### config.mk
export PLATFORM = sky130hd
export DESIGN_NAME = ubg_baud_gen
export DESIGN_NICKNAME = d
export VERILOG_FILES = /design/src/rtl/ubg_pkg.sv /design/src/rtl/ubg_prescale.sv /design/src/rtl/ubg_bit_timer.sv /design/src/rtl/ubg_frame_seq.sv /design/src/rtl/ubg_baud_gen.sv
export SDC_FILE = /design/constraint.sdc
export NUM_CORES = 1
export LEC_CHECK = 0
export BUFFER_PORTS_ARGS = -buffer_cell sky130_fd_sc_hd__buf_2
export CAP_MARGIN = 10
export CORE_MARGIN = 5
export CORE_UTILIZATION = 35
export DETAILED_ROUTE_END_ITERATION = 10
export GPL_ROUTABILITY_DRIVEN = 0
export PLACE_DENSITY_LB_ADDON = 0.25
export SYNTH_ARGS = -nofsm -noshare
export SYNTH_HDL_FRONTEND = slang
export SYNTH_HIERARCHICAL = 1
export SYNTH_SLANG_ARGS = --single-unit
### constraint.sdc
create_clock -name clk -period 2.8 [get_ports clk]
set_input_delay 0.42 -clock clk [delete_from_list [all_inputs] [get_ports clk]]
set_output_delay 0.42 -clock clk [all_outputs]
set_load 0.1 [all_outputs]
### src/rtl/ubg_pkg.sv
package ubg_pkg;

  // Longest frame: start + 8 data + parity + 2 stop
  localparam int MAX_BITS = 12;
  localparam int IDX_W    = $clog2(MAX_BITS);
  localparam int LEN_W    = $clog2(MAX_BITS + 1);

  typedef enum logic [1:0] {
    TRIM_NONE = 2'b00,
    TRIM_LONG = 2'b01,
    TRIM_SHORT = 2'b10,
    TRIM_RSVD = 2'b11
  } trim_code_e;

  // Oversampling periods in one bit for a given trim code
  function automatic int periods_per_bit(input logic [1:0] code, input int osr);
    case (trim_code_e'(code))
      TRIM_LONG:  return osr + 1;
      TRIM_SHORT: return osr - 1;
      default:    return osr;
    endcase
  endfunction

  // Total bits in a frame from the shape fields
  function automatic int frame_bits(input logic [1:0] dlen, input logic [2:0] par,
                                    input logic stop);
    return 1 + (int'(dlen) + 5) + ((par != 3'd0) ? 1 : 0) + (int'(stop) + 1);
  endfunction

endpackage

### src/rtl/ubg_prescale.sv
module ubg_prescale #(
  parameter int DIV_W = 8
) (
  input  logic             clk,
  input  logic             rst_n,
  input  logic             run,
  input  logic [DIV_W-1:0] div_q,
  output logic             sub_tick
);

  logic [DIV_W-1:0] cnt;

  assign sub_tick = run && (cnt == div_q);

  always_ff @(posedge clk) begin
    if (!rst_n)                cnt <= '0;
    else if (!run || sub_tick) cnt <= '0;
    else                       cnt <= cnt + 1'b1;
  end

endmodule

### src/rtl/ubg_bit_timer.sv
module ubg_bit_timer
  import ubg_pkg::*;
#(
  parameter int OSR = 16,
  localparam int SUB_W = $clog2(OSR + 2)
) (
  input  logic       clk,
  input  logic       rst_n,
  input  logic       run,
  input  logic       sub_tick,
  input  logic [1:0] code,
  output logic       bit_end
);

  logic [SUB_W-1:0] sub_cnt;
  logic [SUB_W-1:0] limit;

  assign limit   = SUB_W'(periods_per_bit(code, OSR));
  assign bit_end = sub_tick && (sub_cnt == limit - 1'b1);

  always_ff @(posedge clk) begin
    if (!rst_n || !run) sub_cnt <= '0;
    else if (sub_tick)  sub_cnt <= bit_end ? '0 : sub_cnt + 1'b1;
  end

endmodule

### src/rtl/ubg_frame_seq.sv
module ubg_frame_seq
  import ubg_pkg::*;
#(
  parameter int DIV_W = 8
) (
  input  logic                  clk,
  input  logic                  rst_n,
  input  logic                  frame_start,
  input  logic [DIV_W-1:0]      div_in,
  input  logic [2*MAX_BITS-1:0] trim_in,
  input  logic [1:0]            dlen,
  input  logic [2:0]            par,
  input  logic                  stop,
  input  logic                  bit_end,
  output logic                  busy,
  output logic [IDX_W-1:0]      bit_idx,
  output logic [DIV_W-1:0]      div_q,
  output logic [1:0]            code,
  output logic [LEN_W-1:0]      len_q,
  output logic                  start_ok,
  output logic                  last_bit
);

  logic [2*MAX_BITS-1:0] trim_q;

  assign start_ok = frame_start && !busy;
  assign code     = trim_q[{bit_idx, 1'b0} +: 2];
  assign last_bit = bit_end && (LEN_W'(bit_idx) == len_q - 1'b1);

  always_ff @(posedge clk) begin
    if (!rst_n) begin
      busy    <= 1'b0;
      bit_idx <= '0;
      div_q   <= '0;
      trim_q  <= '0;
      len_q   <= '0;
    end else if (start_ok) begin
      busy    <= 1'b1;
      bit_idx <= '0;
      div_q   <= div_in;
      trim_q  <= trim_in;
      len_q   <= LEN_W'(frame_bits(dlen, par, stop));
    end else if (last_bit) begin
      busy    <= 1'b0;
      bit_idx <= '0;
    end else if (bit_end) begin
      bit_idx <= bit_idx + 1'b1;
    end
  end

endmodule

### src/rtl/ubg_baud_gen.sv
module ubg_baud_gen
  import ubg_pkg::*;
#(
  parameter int DIV_W = 8,
  parameter int OSR   = 16
) (
  input  logic                  clk,
  input  logic                  rst_n,
  input  logic                  frame_start,
  input  logic [DIV_W-1:0]      div_reg,
  input  logic [2*MAX_BITS-1:0] trim_word,
  input  logic [1:0]            data_len,
  input  logic [2:0]            parity_mode,
  input  logic                  stop_sel,
  output logic                  busy,
  output logic [IDX_W-1:0]      bit_idx,
  output logic                  bit_end
);

  // Internal events, named for the checker
  logic             sub_tick;
  logic             last_bit;
  logic             start_ok;
  logic [DIV_W-1:0] div_q;
  logic [LEN_W-1:0] len_q;
  logic [1:0]       code;

  ubg_frame_seq #(.DIV_W(DIV_W)) u_seq (
    .clk(clk), .rst_n(rst_n), .frame_start(frame_start),
    .div_in(div_reg), .trim_in(trim_word), .dlen(data_len),
    .par(parity_mode), .stop(stop_sel), .bit_end(bit_end),
    .busy(busy), .bit_idx(bit_idx), .div_q(div_q), .code(code),
    .len_q(len_q), .start_ok(start_ok), .last_bit(last_bit)
  );

  ubg_prescale #(.DIV_W(DIV_W)) u_pre (
    .clk(clk), .rst_n(rst_n), .run(busy), .div_q(div_q), .sub_tick(sub_tick)
  );

  ubg_bit_timer #(.OSR(OSR)) u_bit (
    .clk(clk), .rst_n(rst_n), .run(busy), .sub_tick(sub_tick),
    .code(code), .bit_end(bit_end)
  );

endmodule

## Word level (Yosys, flattened, before mapping)

Cells that the tools add are included.

| word-level totals | value |
|---|---|
| word-level logic and storage cells | 41 |
| memories kept | 0 |
| RAM bits | 0 |
| bits in latches | 0 |
| register bits | 54 |
| memory bits (read-only) | 0 |
| output and inout port bits | 6 |

| cells by class | value |
|---|---|
| equality and inequality tests | 5 |
| magnitude comparators | 0 |
| multiplexer cells | 5 |
| multiply operators | 0 |
| shift operators | 1 |
| add/subtract/negate cells | 10 |
| bitwise operators | 1 |
| divide/modulo/power cells | 0 |
| reductions and logical operators | 12 |

Operators with widths:

| operator | number |
|---|---|
| indexed part select 24 x 6 -> 2 bit | 1 |
| one-hot mux 5 bit (2 select lines) | 1 |
| adder 4 bit | 2 |
| adder 8 x 1 -> 8 bit, second input constant | 1 |
| equality test 8 bit | 1 |
| adder 5 x 1 -> 5 bit, second input constant | 1 |
| equality test 5 bit | 1 |
| two-way mux 5 bit | 1 |
| subtractor 5 x 1 -> 5 bit, second input constant | 1 |
| adder 2 x 3 -> 4 bit, second input constant | 1 |
| adder 2 x 4 -> 4 bit, first input constant | 1 |
| adder 4 x 1 -> 4 bit, second input constant | 1 |
| equality test 4 bit | 1 |
| logical AND 1 bit | 4 |
| subtractor 4 x 1 -> 4 bit, second input constant | 1 |
| two-way mux 1 bit | 3 |
| nonzero test 3 bit | 1 |
| OR reduction 3 bit | 1 |
| adder 1 x 1 -> 2 bit, second input constant | 1 |
| equality test 2 x 1 -> 1 bit, second input constant | 1 |
| equality test 2 bit, second input constant | 1 |
| zero test 1 bit | 2 |
| logical OR 1 bit | 2 |
| nonzero test 2 bit | 1 |
| other kinds (2) | 2 |

## Logic depth before layout (Yosys ltp)

Gate-level depths: netlist (run 1).

| depth | value |
|---|---|
| depth in word-level cells | 9 |
| depth in mapped cells | 12 |
| mapped depth without buffers | 11 |

## Modules after synthesis

The synthesis (run 1) kept the hierarchy.

By module, submodules not included:

| module | instances | cells an instance | area an instance (sq um) | seq. area each (sq um) |
|---|---|---|---|---|
| ubg_frame_seq | 1 | 218 | 1,845.5 | 820.8 |
| ubg_prescale | 1 | 46 | 470.5 | 160.2 |
| ubg_bit_timer | 1 | 34 | 325.3 | 100.1 |

## Worst setup path after synthesis (run 1)

OpenSTA, ideal clock, no wires.

| timing | value |
|---|---|
| kind | reg-to-reg |
| start | register u_seq.bit_idx[0] |
| end | register u_seq.busy |
| stages on the path, launching flop included | 12 |
| required time | 2.632 ns |
| setup time | 0.168 ns |
| slack | -1.412 ns |
| arrival | 4.045 ns |
| cells stage by stage | dfxtp_1 -> buf_4 -> mux4_2 -> nand3b_1 -> o31ai_1 -> ha_1 -> xnor2_1 -> o211a_1 -> and2_1 -> nand3_1 -> nor3_2 -> a21oi_1 |

| on the way | value |
|---|---|
| longest elaborated chain between the ends | 8 |
| elaborated cells on any way between the ends | 10 |

RTL lines:

| element | RTL line | text |
|---|---|---|
| start, declared | ubg_frame_seq.sv:16 | `output logic [IDX_W-1:0] bit_idx,` |
| start signal, assigned | ubg_frame_seq.sv:47 | `bit_idx <= bit_idx + 1'b1;` |
| indexed part select 24 x 6 -> 2 bit (*) | ubg_frame_seq.sv:27 | `assign code = trim_q[{bit_idx, 1'b0} +: 2];` |
| named net code[0] | ubg_baud_gen.sv:26 | `logic [1:0] code;` |
| equality test 2 bit / equality test 2 x 1 -> 1 bit (equally long branches) | ubg_pkg.sv:17 | `case (trim_code_e'(code))` |
| one-hot mux 5 bit (2 select lines) (*) | ubg_pkg.sv:17 |  |
| subtractor 5 x 1 -> 5 bit (*) | ubg_bit_timer.sv:19 | `assign bit_end = sub_tick && (sub_cnt == limit - 1'b1);` |
| equality test 5 bit (*) | ubg_bit_timer.sv:19 |  |
| logical AND 1 bit (*) | ubg_bit_timer.sv:19 |  |
| named net bit_end | ubg_baud_gen.sv:17 | `output logic bit_end` |
| logical AND 1 bit (*) | ubg_frame_seq.sv:28 | `assign last_bit = bit_end && (LEN_W'(bit_idx) == len_q - 1'b1);` |
| named net last_bit | ubg_baud_gen.sv:22 | `logic last_bit;` |
| nonzero test 2 bit (no line) (*) | n/a |  |
| end signal, assigned | ubg_frame_seq.sv:32 | `busy <= 1'b0;` |
| end signal, assigned | ubg_frame_seq.sv:38 | `busy <= 1'b1;` |
| end signal, assigned | ubg_frame_seq.sv:44 | `busy <= 1'b0;` |
| end, declared | ubg_frame_seq.sv:15 | `output logic busy,` |

Mark *: on every way through the listed nets, which the timed path passes. The rest lies on a longest branch.
A chain may end at the register's enable or synchronous reset.

## Worst setup path in the final report (run 1)

| timing | value |
|---|---|
| start | register u_seq.bit_idx[0] |
| end | output port bit_end |

| on the way | value |
|---|---|
| longest elaborated chain between the ends | 6 |
| elaborated cells on any way between the ends | 7 |

RTL lines:

| element | RTL line |
|---|---|
| indexed part select 24 x 6 -> 2 bit (*) | ubg_frame_seq.sv:27 |
| named net code[0] | ubg_baud_gen.sv:26 |
| equality test 2 bit / equality test 2 x 1 -> 1 bit (equally long branches) | ubg_pkg.sv:17 |
| one-hot mux 5 bit (2 select lines) (*) | ubg_pkg.sv:17 |
| subtractor 5 x 1 -> 5 bit (*) | ubg_bit_timer.sv:19 |
| equality test 5 bit (*) | ubg_bit_timer.sv:19 |
| logical AND 1 bit (*) | ubg_bit_timer.sv:19 |
| end, declared | ubg_baud_gen.sv:17 |

Marks and branches as above.

==> metrics.md, run 1 <==
| Metric | Value |
|---|---|
| Status | finished with violations |
| Violated checks | negative setup slack |
| Crit end category | output port |
| Worst-Skew Late Latency | 300 ps |
| Switching share of total power | 26.5% |
| Register area share after synthesis | 40.9% |
| Slew headroom | 59.1% |
| Main flop type after synthesis | dfxtp_1 |
| TritonCTS clock tree | done |
| Final net count | 396 |
| Kind of start point of the critical path | flop |
| Setup Total Neg Slack | -109 ps |
| Final setup fails | 1 |
| Worst-margin pin slew | 613 ps |
| WL per Instance | 12.8 um |
| Initial antenna violation count | 0 |
| Tcrit/Tclk final | 104% |
| Post-DP HPWL | 4060 um |
| Pint | 0.00106 W |
| Commonest non-fill, non-tap cell in the layout | nand2_1 |
| Leak | 1.29 nW |
| Max-slew violation total from the final report | 0 |
| Worst IR Drop VDD | 0.176 mV |
| CP Data Required Time | 2380 ps |
| Crit Path Max Fanout | 6 |
| I/O pin total | 47 |
| DRT Pass-1 Iters | 4 |
| Clock power frac | 28.4% |
| Routed vias | 2162 |
| Port Buffers | 46 |
| Synth Area in Adders | 5.02% |
| Ant diodes | 0 |
| Final ANT Viol Nets | 0 |
| Initial Util | 36.2% |
| Post-Synth XOR/XNOR Area | 9.19% |
| Hold-fix buffers, CTS | 0 |
| Starting DRC count in detailed routing | 118 |
| Sequential power share | 57.0% |
| Post-Syn Area per Cell | 8.86 sq um |
| Drc violations | 0 |
| H-tree depth | 2 |
| Peak Freq | 344 MHz |
| Row count | 31 |
| Buf/Inv on CP | 1 |
| Global-route wire length before repair | 9860 um |
| Most frequent cells in the layout | 74 x nand2_1, 50 x dfxtp_1, 45 x buf_2, 34 x a21oi_1, 16 x xor2_1 |
| Vias in the first global route | 2217 |
| Core ar. | 7290 sq um |
| Non-Filler Instances | 444 |
| Max Cap Viol | 0 |
| CP arrival | 2490 ps |
| Final hold vios | 0 |
| Overflow after GRT | 0 |
| Dpl cells | 431 |
| Post-layout util | 42.9% |
| CP delay by family, top | multiplexers |
| Combinational family with the most area after synthesis | simple AND/OR/NAND/NOR gates |
| Total GRT Usage | 12.4% |
| Mapped cell area | 2640 sq um |
| Clock skew | 5.12 ps |
| Combinational fraction of design power | 14.7% |
| Chip Width | 96.9 um |
| Routed WL | 5700 um |
| FILL cells | 769 |
| Die area | 9380 sq um |
| Mux cell area share after synthesis | 5.64% |
| Net Count, Synth | 349 |
| Net Switching | 0.000382 W |
| Cell Chain, Critical Path | mux4_2 > nor2_2 > o31ai_2 > ha_1 > xnor2_1 > o211a_1 > and2_4 > buf_12 |
| DIE HEIGHT | 96.9 um |
| Place WS | 162 ps |
| Vias per cell | 4.87 |
| Max Root-Sink Buffers | 2 |
| Syn. warnings | 6 |
| Min setup slack post-route | -109 ps |
| CP peak stage delay | 520 ps |
| Simple-Gate Fraction of Synth Area | 20.3% |
| Synth Area in Compound Gates | 13.6% |
| Area Overhead vs Synth | 18.4% |
| TritonCTS Sinks | 54 |
| Post-route cell area | 3130 sq um |
| Tightest Hold Check Type | input port to flop |
| RSZ-0062 raised after global routing | true |
| Netlist cell types | 44 |
| Clk pin slew, worst setup/hold paths | 90 ps |
| Slowest CP cell | mux4_2 |
| Power per cell area | 461 nW/um^2 |
| Largest net degree at the start of global routing | 40 |
| CTS Root Cell | clkbuf_8 |
| CTS Buf Count | 5 |
| Ys async rst share | 0% |
| Synthesized flop and latch total | 54 |
| Area after DPL | 2970 sq um |
| Final Critical Period | 2910 ps |
| EDFF count, synth | 0 |
| Crit path kind | flop to output port |
| Fraction of layout cells with a size suffix above 1 | 26.7% |
| Mapped Cells | 298 |
-- worst paths after layout --
kind	start	to	slack [ps]	cells past startpoint
min reg2reg	u_seq/trim_q[4]	u_seq/trim_q[4]	460	2
min	trim_word[10]	u_seq/trim_q[10]	350	3
max	u_seq/bit_idx[0]	bit_end	-110	8
max reg2reg	u_seq/bit_idx[0]	u_seq/busy	140	11
-- cells in the mapped netlist (2+ instances only) --
cell type,number,area [sq um]
dfxtp_1,54,1080
nand2b_1,3,18.8
a21oi_1,34,170
nand2_1,74,278
and3b_1,2,17.5
nor3_1,6,30.0
clkbuf_1,4,15.0
a211oi_1,11,82.6
or3_1,3,18.8
a221oi_1,3,26.3
nor3b_1,2,15.0
xnor2_1,8,70.1
inv_1,8,30.0
buf_6,3,33.8
o31ai_1,2,15.0
o21ai_0,4,20.0
nand4_1,5,31.3
nor2_1,5,18.8
ha_1,9,113
xor2_1,16,140
o22ai_1,2,12.5
nor4_4,2,42.5
mux2_2,4,45.0
nand3b_1,2,15.0
nand3_1,4,20.0
buf_2,8,40.0
mux4_2,3,67.6
-- tightest hold or removal path, delay by kind of cell --
kind	cells	cell delay [ps]
buffers and inverters	1	90
AND/OR/NAND/NOR	1	50
AO/OA/AOI/OAI	1	50
-- routing by layer --
| layer | part of all wire [%] | global-route usage, % | vias to the layer above |
|---|---|---|---|
| met5 | 0 | 0 | - |
| met4 | 1.1 | 4.32 | 0 |
| met3 | 2.9 | 2.37 | 4 |
| met2 | 47 | 20.1 | 40 |
| met1 | 49 | 16.4 | 1008 |
| li1 | - | - | 1110 |
-- logic make-up after synthesis --
group,count (synthesis)
adders and majority gates,10
AOI/OAI and AO/OA,60
xor gates and xnor gates,26
muxes,9
DFF,54
and+or+nand+nor,112
buffers and inverters,27
-- area by class of cell --
cell class | instances | area, sq um | area share, %
clock buffers | 5 | 68.8 | 2.20
clock inverters | 2 | 10.0 | 0.320
inverters | 10 | 37.5 | 1.20
multi-input cells | 217 | 1470 | 46.8
flip-flops and latches | 54 | 1090 | 34.9
well taps | 99 | 124 | 3.96
repair buffers | 57 | 332 | 10.6
-- power by group through the flow --
stage / registers (W) / clock network (W) / logic, W
2_1_floorplan: 0.000841 / 0 / 0.000141
3_3_place_gp: 0.000840 / 0 / 0.000206
3_5_place_dp: 0.000840 / 0 / 0.000208
4_1_cts: 0.000822 / 0.000430 / 0.000211
5_1_grt: 0.000828 / 0.000464 / 0.000240
6_report: 0.000822 / 0.000409 / 0.000212
-- stage by stage --
stage | total power (W) | hold slack [ps]
after floorplan | 0.000982 | 432
after global placement | 0.00105 | 444
after detailed placement | 0.00105 | 446
after CTS | 0.00146 | 334
after global routing | 0.00153 | 322
final | 0.00144 | 349
-- timing repair --
item / in CTS / in global routing
resized for setup: 8 / 4
setup buffers: 5 / 2
pin swaps: 5 / 8
hold endpoints to repair: 0 / 0
endpoints found under the setup margin: 1 / 6
-- flip-flops by register name (all words and copies together), names as in the netlist --
name           cells
u_seq/bit_idx      4
u_bit/sub_cnt      5
u_seq/busy         1
u_pre/cnt          8
u_seq/len_q        4
u_seq/trim_q      24
u_seq/div_q        8
(Power assumes the default switching activity.)
==> run 2: changes to the inputs <==
==> constraint.sdc (replaced) <==
create_clock -name clk -period 2.8 [get_ports clk]
set_input_delay 0.42 -clock clk [delete_from_list [all_inputs] [get_ports clk]]
set_output_delay 0.42 -clock clk [all_outputs]
set_load 0.005 [all_outputs]
==> run 2 against run 1 <==
The flow still finishes with violations (negative setup slack). Non-clock buffer count is 3 higher. Hold slack worse by 7.3 ps. Final cell count up 0.90%. Count of clock-buffer cells in the layout increased by 1. Sequential cell count is the same. Clock skew rose by 2.1 ps. Via count grew 0.97%. Global-route usage rose by 0.26 points. Critical path type unchanged. Critical endpoint unchanged. Largest cell class unchanged.
==> metrics.md, run 2 (synthesis gave the netlist of run 1 again) <==
| Metric | Value |
|---|---|
| Max Root-Sink Buffers | 2 |
| CTS Root Cell | clkbuf_8 |
| WL per Instance | 13.2 um |
| CTS Buf Count | 5 |
| TritonCTS clock tree | done |
| Row count | 31 |
| Slew headroom | 50.3% |
| Max reg flops | 24 |
| Status | finished with violations |
| Final ANT Viol Nets | 0 |
| Power Total | 0.00146 W |
| Routed vias | 2183 |
| Top flop regs | u_seq/trim_q (24), u_pre/cnt (8), u_seq/div_q (8) |
| CP Data Required Time | 2380 ps |
| Kind of start point of the critical path | flop |
| Min setup slack post-route | -38.7 ps |
| Tightest Hold Check Type | input port to flop |
| Ant diodes | 0 |
| Clock skew | 7.27 ps |
| Final hold vios | 0 |
| Reg with most FFs | u_seq/trim_q |
| H-tree depth | 2 |
| Die area | 9380 sq um |
| DRT Pass-1 Iters | 4 |
| Worst IR Drop VDD | 0.201 mV |
| Port Buffers | 46 |
| TritonCTS Sinks | 54 |
| Crit end category | output port |
| Overflow after GRT | 0 |
| I/O pin total | 47 |
| Area Overhead vs Synth | 19.8% |
| Leak | 1.30 nW |
| Post-DP HPWL | 4250 um |
| FILL cells | 791 |
| Initial Util | 36.2% |
| Chip Width | 96.9 um |
| Vias per cell | 4.87 |
| Vias in the first global route | 2278 |
| Setup Total Neg Slack | -38.7 ps |
| Crit Path Max Fanout | 7 |
| DIE HEIGHT | 96.9 um |
| Final setup fails | 1 |
| Peak Freq | 352 MHz |
| Final Critical Period | 2840 ps |
| CP arrival | 2420 ps |
| Violated checks | negative setup slack |
| Area after DPL | 2980 sq um |
| Tcrit/Tclk final | 101% |
| Routed WL | 5930 um |
| Worst-Skew Late Latency | 300 ps |
| Min Hold Slack | 342 ps |
| Drc violations | 0 |
| Worst-margin pin slew | 740 ps |
| Final net count | 399 |
| Total GRT Usage | 12.6% |
| Largest net degree at the start of global routing | 40 |
| Crit path kind | flop to output port |
| Commonest non-fill, non-tap cell in the layout | nand2_1 |
| Initial antenna violation count | 0 |
| Post-layout util | 43.4% |
| Global-route wire length before repair | 10100 um |
| Fraction of layout cells with a size suffix above 1 | 26.9% |
| RSZ-0062 raised after global routing | true |
| Most frequent cells in the layout | 74 x nand2_1, 52 x dfxtp_1, 46 x buf_2, 33 x a21oi_1, 16 x xor2_1 |
| Starting DRC count in detailed routing | 68 |
| Max Cap Viol | 0 |
| Post-route cell area | 3160 sq um |
| Hold-fix buffers, CTS | 0 |
| Power per cell area | 461 nW/um^2 |
| Clk pin slew, worst setup/hold paths | 100 ps |
| Max-slew violation total from the final report | 0 |
| Core ar. | 7290 sq um |
==> run 2: cell count changes in the layout (fill, tap and decap cells not counted), moves of 2 or more <==
cell     previous run  this run
buf_4              10        13
dfxtp_1            50        52
nor2_1              3         5
nor2_2              2         0
nor3_1              6         2
nor3_2              0         4
o22ai_1             0         2
o22ai_2             2         0
==> run 2: final cells by class <==
class	count	area, sq um	area share, %
sequential	54	1090	34.3
multi-input combinational	217	1480	46.8
tap	99	124	3.92
timing repair buffer	60	348	11.0
clock inverter	2	13.8	0.435
clock buffer	6	72.6	2.29
inverter	10	37.5	1.19
==> run 2: final timing paths <==
path	end	cells after the start	start	slack, ps
worst min register to register	u_seq/trim_q[13]	2	u_seq/trim_q[13]	460
worst max register to register	u_seq/bit_idx[2]	13	u_seq/bit_idx[0]	30
worst max-delay path	bit_end	10	u_seq/bit_idx[0]	-40
worst min-delay path	u_seq/div_q[0]	3	div_reg[0]	340
==> run 2: power breakdown <==
part	total, W	internal [W]	switching, W
Sequential	0.000824	0.000800	0.0000237
Clock	0.000425	0.000177	0.000248
Combinational	0.000209	0.0000930	0.000115
==> run 2: through the flow <==
| step | setup slack, ps | cells |
|---|---|---|
| floorplan | 91.4 | 298 |
| global placement | 71.4 | 436 |
| detailed placement | 18.5 | 436 |
| CTS | -48.1 | 447 |
| global route | -182 | 448 |
| finish | -38.7 | 448 |
==> run 2: layer usage <==
metal  wire length (um)  global-route usage [%]
met1               2740                    15.8
met2               2900                    21.1
met3                183                    3.02
met4                104                    4.75
met5                  0                       0
==> run 2: repair_timing <==
action,4_1_cts,5_1_grt
setup buffers,3,1
setup endpoints to repair,3,6
pin swaps,3,6
resized for setup,8,8
==> run 2: worst max-delay path, stage by stage, from the launching register on <==
cell and delay (ps):
dfxtp_4 390, buf_12 120, mux4_2 490, nand3b_1 90
o31ai_1 70, inv_1 90, ha_2 170, and3b_1 190
or2_4 230, and2_4 140, buf_2 120
==> run 3: changes to the inputs <==
--- a/config.mk
+++ b/config.mk
@@ -7,12 +7,10 @@
 export LEC_CHECK = 0
 export BUFFER_PORTS_ARGS = -buffer_cell sky130_fd_sc_hd__buf_2
 export CAP_MARGIN = 10
-export CORE_MARGIN = 5
 export CORE_UTILIZATION = 35
 export DETAILED_ROUTE_END_ITERATION = 10
 export GPL_ROUTABILITY_DRIVEN = 0
 export PLACE_DENSITY_LB_ADDON = 0.25
 export SYNTH_ARGS = -nofsm -noshare
 export SYNTH_HDL_FRONTEND = slang
-export SYNTH_HIERARCHICAL = 1
 export SYNTH_SLANG_ARGS = --single-unit
==> run 3 against run 2 <==
The run still ends with negative setup slack left. Clock power grew 24%. Worst setup slack got worse by 47 ps. Register-to-register slack is essentially flat. Via count fell by 14%. Count of clock-buffer cells in the layout is the same. Clock skew barely moved. Hold slack got worse by 22 ps. Sequential share of layout area grew 2.5 points. Largest power group unchanged.
==> metrics.md, run 3 <==
| Metric | Value |
|---|---|
| Vias in the first global route | 1793 |
| Max Root-Sink Buffers | 2 |
| CP Data Required Time | 2380 ps |
| Min setup slack post-route | -86.1 ps |
| TritonCTS Sinks | 54 |
| Chip Width | 85.5 um |
| Row count | 30 |
| Total GRT Usage | 14.2% |
| Most common cell in the netlist | dfxtp_1 |
| Area of the multi-input gates | 1310 sq um |
| Final ANT Viol Nets | 0 |
| Top Usage Layer GRT | met2 |
| GRT met3 Usage | 2.41% |
| Dpl cells | 355 |
| Max-slew violation total from the final report | 0 |
| Post-layout util | 43.6% |
| EDFF count, synth | 0 |
| Synthesized flop and latch total | 54 |
| Post-Syn Area per Cell | 10.4 sq um |
| Syn. warnings | 0 |
| Die area | 7310 sq um |
| Non-Filler Instances | 364 |
| Peak Freq | 346 MHz |
| Reg with most FFs | u_seq.trim_q |
| Initial antenna violation count | 0 |
| Tightest Hold Check Type | input port to flop |
| WL per Instance | 13.4 um |
| Vias per cell | 5.15 |
| Pint | 0.00120 W |
| Net Count, Synth | 285 |
| I/O pin total | 47 |
| Area Overhead vs Synth | 20.8% |
| Ys async rst share | 0% |
| Commonest non-fill, non-tap cell in the layout | dfxtp_1 |
| FF-to-FF setup slack | 20 ps |
| Core ar. | 6760 sq um |
| Global-route wire length before repair | 8280 um |
| Port Buffers | 46 |
| Starting DRC count in detailed routing | 68 |
| FF-to-FF Start | u_seq.bit_idx[0] |
| Clock skew | 7.43 ps |
| Reg area | 1090 sq um |
| CTS Buf Count | 5 |
| RSZ-0062 raised after global routing | true |
| Max Cap Viol | 0 |
| Kind of start point of the critical path | flop |
| DIE HEIGHT | 85.5 um |
| Sequential power share | 53.1% |
| Main flop type after synthesis | dfxtp_1 |
| Overflow after GRT | 0 |
| Ant diodes | 0 |
| Worst-margin pin slew | 692 ps |
| Leak | 1.25 nW |
| Clock power frac | 33.3% |
| Status | finished with violations |
| Drc violations | 0 |
| GR Util met2 | 21.2% |
| Setup Total Neg Slack | -86.1 ps |
| Crit end category | output port |
| Final setup fails | 1 |
| Final net count | 335 |
| Switching share of total power | 24.1% |
| Post-DP HPWL | 3630 um |
| Largest net degree at the start of global routing | 29 |
| Crit Path Max Fanout | 5 |
| Mapped Cells | 234 |
| Synth top area cells | dfxtp_1 44%, a22o_1 12%, mux4_2 5.5% |
| Final hold vios | 0 |
| Initial Util | 36.1% |
| Violated checks | negative setup slack |
| Crit path kind | flop to output port |
| Top flop regs | u_seq.trim_q (24), u_pre.cnt (8), u_seq.div_q (8) |
| Synth top cells by count | 54 x dfxtp_1, 33 x a22o_1, 15 x nand3_1 |
| Worst Setup SP | u_seq.bit_idx[0] |
| TritonCTS clock tree | done |
| Power Total | 0.00158 W |
| Netlist cell types | 41 |
| Power per cell area | 537 nW/um^2 |
| Max reg flops | 24 |
| Clk pin slew, worst setup/hold paths | 90 ps |
| Worst IR Drop VDD | 0.265 mV |
| CTS Root Cell | clkbuf_8 |
| Tcrit/Tclk final | 103% |
| Routed vias | 1873 |
| H-tree depth | 2 |
| DRT Pass-1 Iters | 4 |
| Most frequent cells in the layout | 52 x dfxtp_1, 46 x buf_2, 33 x a22o_1, 15 x nand3_1 |
| Mapped cell area | 2440 sq um |
| Worst R2R Path Depth | 11 |
| Routed WL | 4890 um |
| CP Capture Point | bit_end |
| Worst-Skew Late Latency | 300 ps |
| Slew headroom | 53.8% |
| Place WS | -43.3 ps |
| Dominant cell type by area after synthesis | dfxtp_1 |
| Combinational fraction of design power | 13.6% |
| Final Critical Period | 2890 ps |
| CP arrival | 2470 ps |
| Synth top area share | 44.3% |
| Fraction of layout cells with a size suffix above 1 | 30.3% |
| Net Switching | 0.000381 W |
| Met1 usage | 20.8% |
| Register area share after synthesis | 44.3% |
| Crit Reg-Reg Endpoint | u_seq.bit_idx[2] |
| Hold-fix buffers, CTS | 0 |
| FILL cells | 666 |
## run 3: cell types whose count changed after synthesis, moves of 5 or more
cell,change
a22o_1,+33
xnor2_1,+5
nor2_1,+8
a21oi_1,-32
xor2_1,-9
nand3_1,+11
nand2_1,-60
a211oi_1,-11
## run 3: final cells by class
class	count	share of cell area [%]
clock inverters	1	1.02
multi-input cells	157	44.5
flip-flops and latches	54	36.8
clock buffers	6	2.80
well taps	80	3.39
repair buffers	55	10.1
inverters	11	1.40
## run 3: cell families after synthesis
logic type	Yosys count	synth area share, %
adder cells (fa/ha/maj)	10	5.43
AO/OA/AOI/OAI	52	17.2
XOR/XNOR	21	7.84
AND/OR/NAND/NOR	66	15.2
buffers and inverters	23	3.74
multiplexers	8	6.36
flip-flops	54	44.3
## run 3: through the flow
stage               hold slack (ps)  cell area (sq um)
detailed placement              459               2780
floorplan                       437               2440
CTS                             306               2920
global route                    312               2950
global placement                448               2780
finish                          320               2950
## run 3: routing by layer
layer  routed length [um]  vias to the layer above
li1                     -                      949
met1                 2560                      874
met2                 2090                       43
met3                  164                        7
met4                   66                        0
met5                    0                        -
## run 3: power groups by stage
stage          clock network [W]  logic [W]  registers, W
4_1_cts                 0.000549   0.000212      0.000840
5_1_grt                 0.000579   0.000241      0.000846
3_5_place_dp                   0   0.000209      0.000858
3_3_place_gp                   0   0.000205      0.000860
2_1_floorplan                  0   0.000148      0.000849
6_report                0.000527   0.000215      0.000840
## run 3: timing repair
action	4_1_cts	5_1_grt
gates resized for setup	5	5
setup buffers	1	1
endpoints found under the setup margin	7	7
pin swaps	7	2
## run 3: worst min-delay path by stage
stage / to / cells after the start / slack, ps / start
2_1_floorplan: u_pre.cnt[0] / 1 / 440 / u_pre.cnt[0]
3_3_place_gp: u_pre.cnt[0] / 1 / 450 / u_pre.cnt[0]
3_5_place_dp: u_pre.cnt[0] / 1 / 460 / u_pre.cnt[0]
4_1_cts: u_seq.div_q[4] / 2 / 310 / div_reg[4]
5_1_grt: u_seq.trim_q[11] / 2 / 310 / trim_word[11]
6_report: u_seq.div_q[4] / 2 / 320 / div_reg[4]
## run 3: worst max-delay path: stages, from the launching register on
cell      delay (ps)
dfxtp_4          400
mux4_2           530
nand2_2           90
a21oi_2           50
a31oi_2          190
ha_1             280
xnor2_2          200
o221ai_4         140
nor3_2           140
buf_2            140
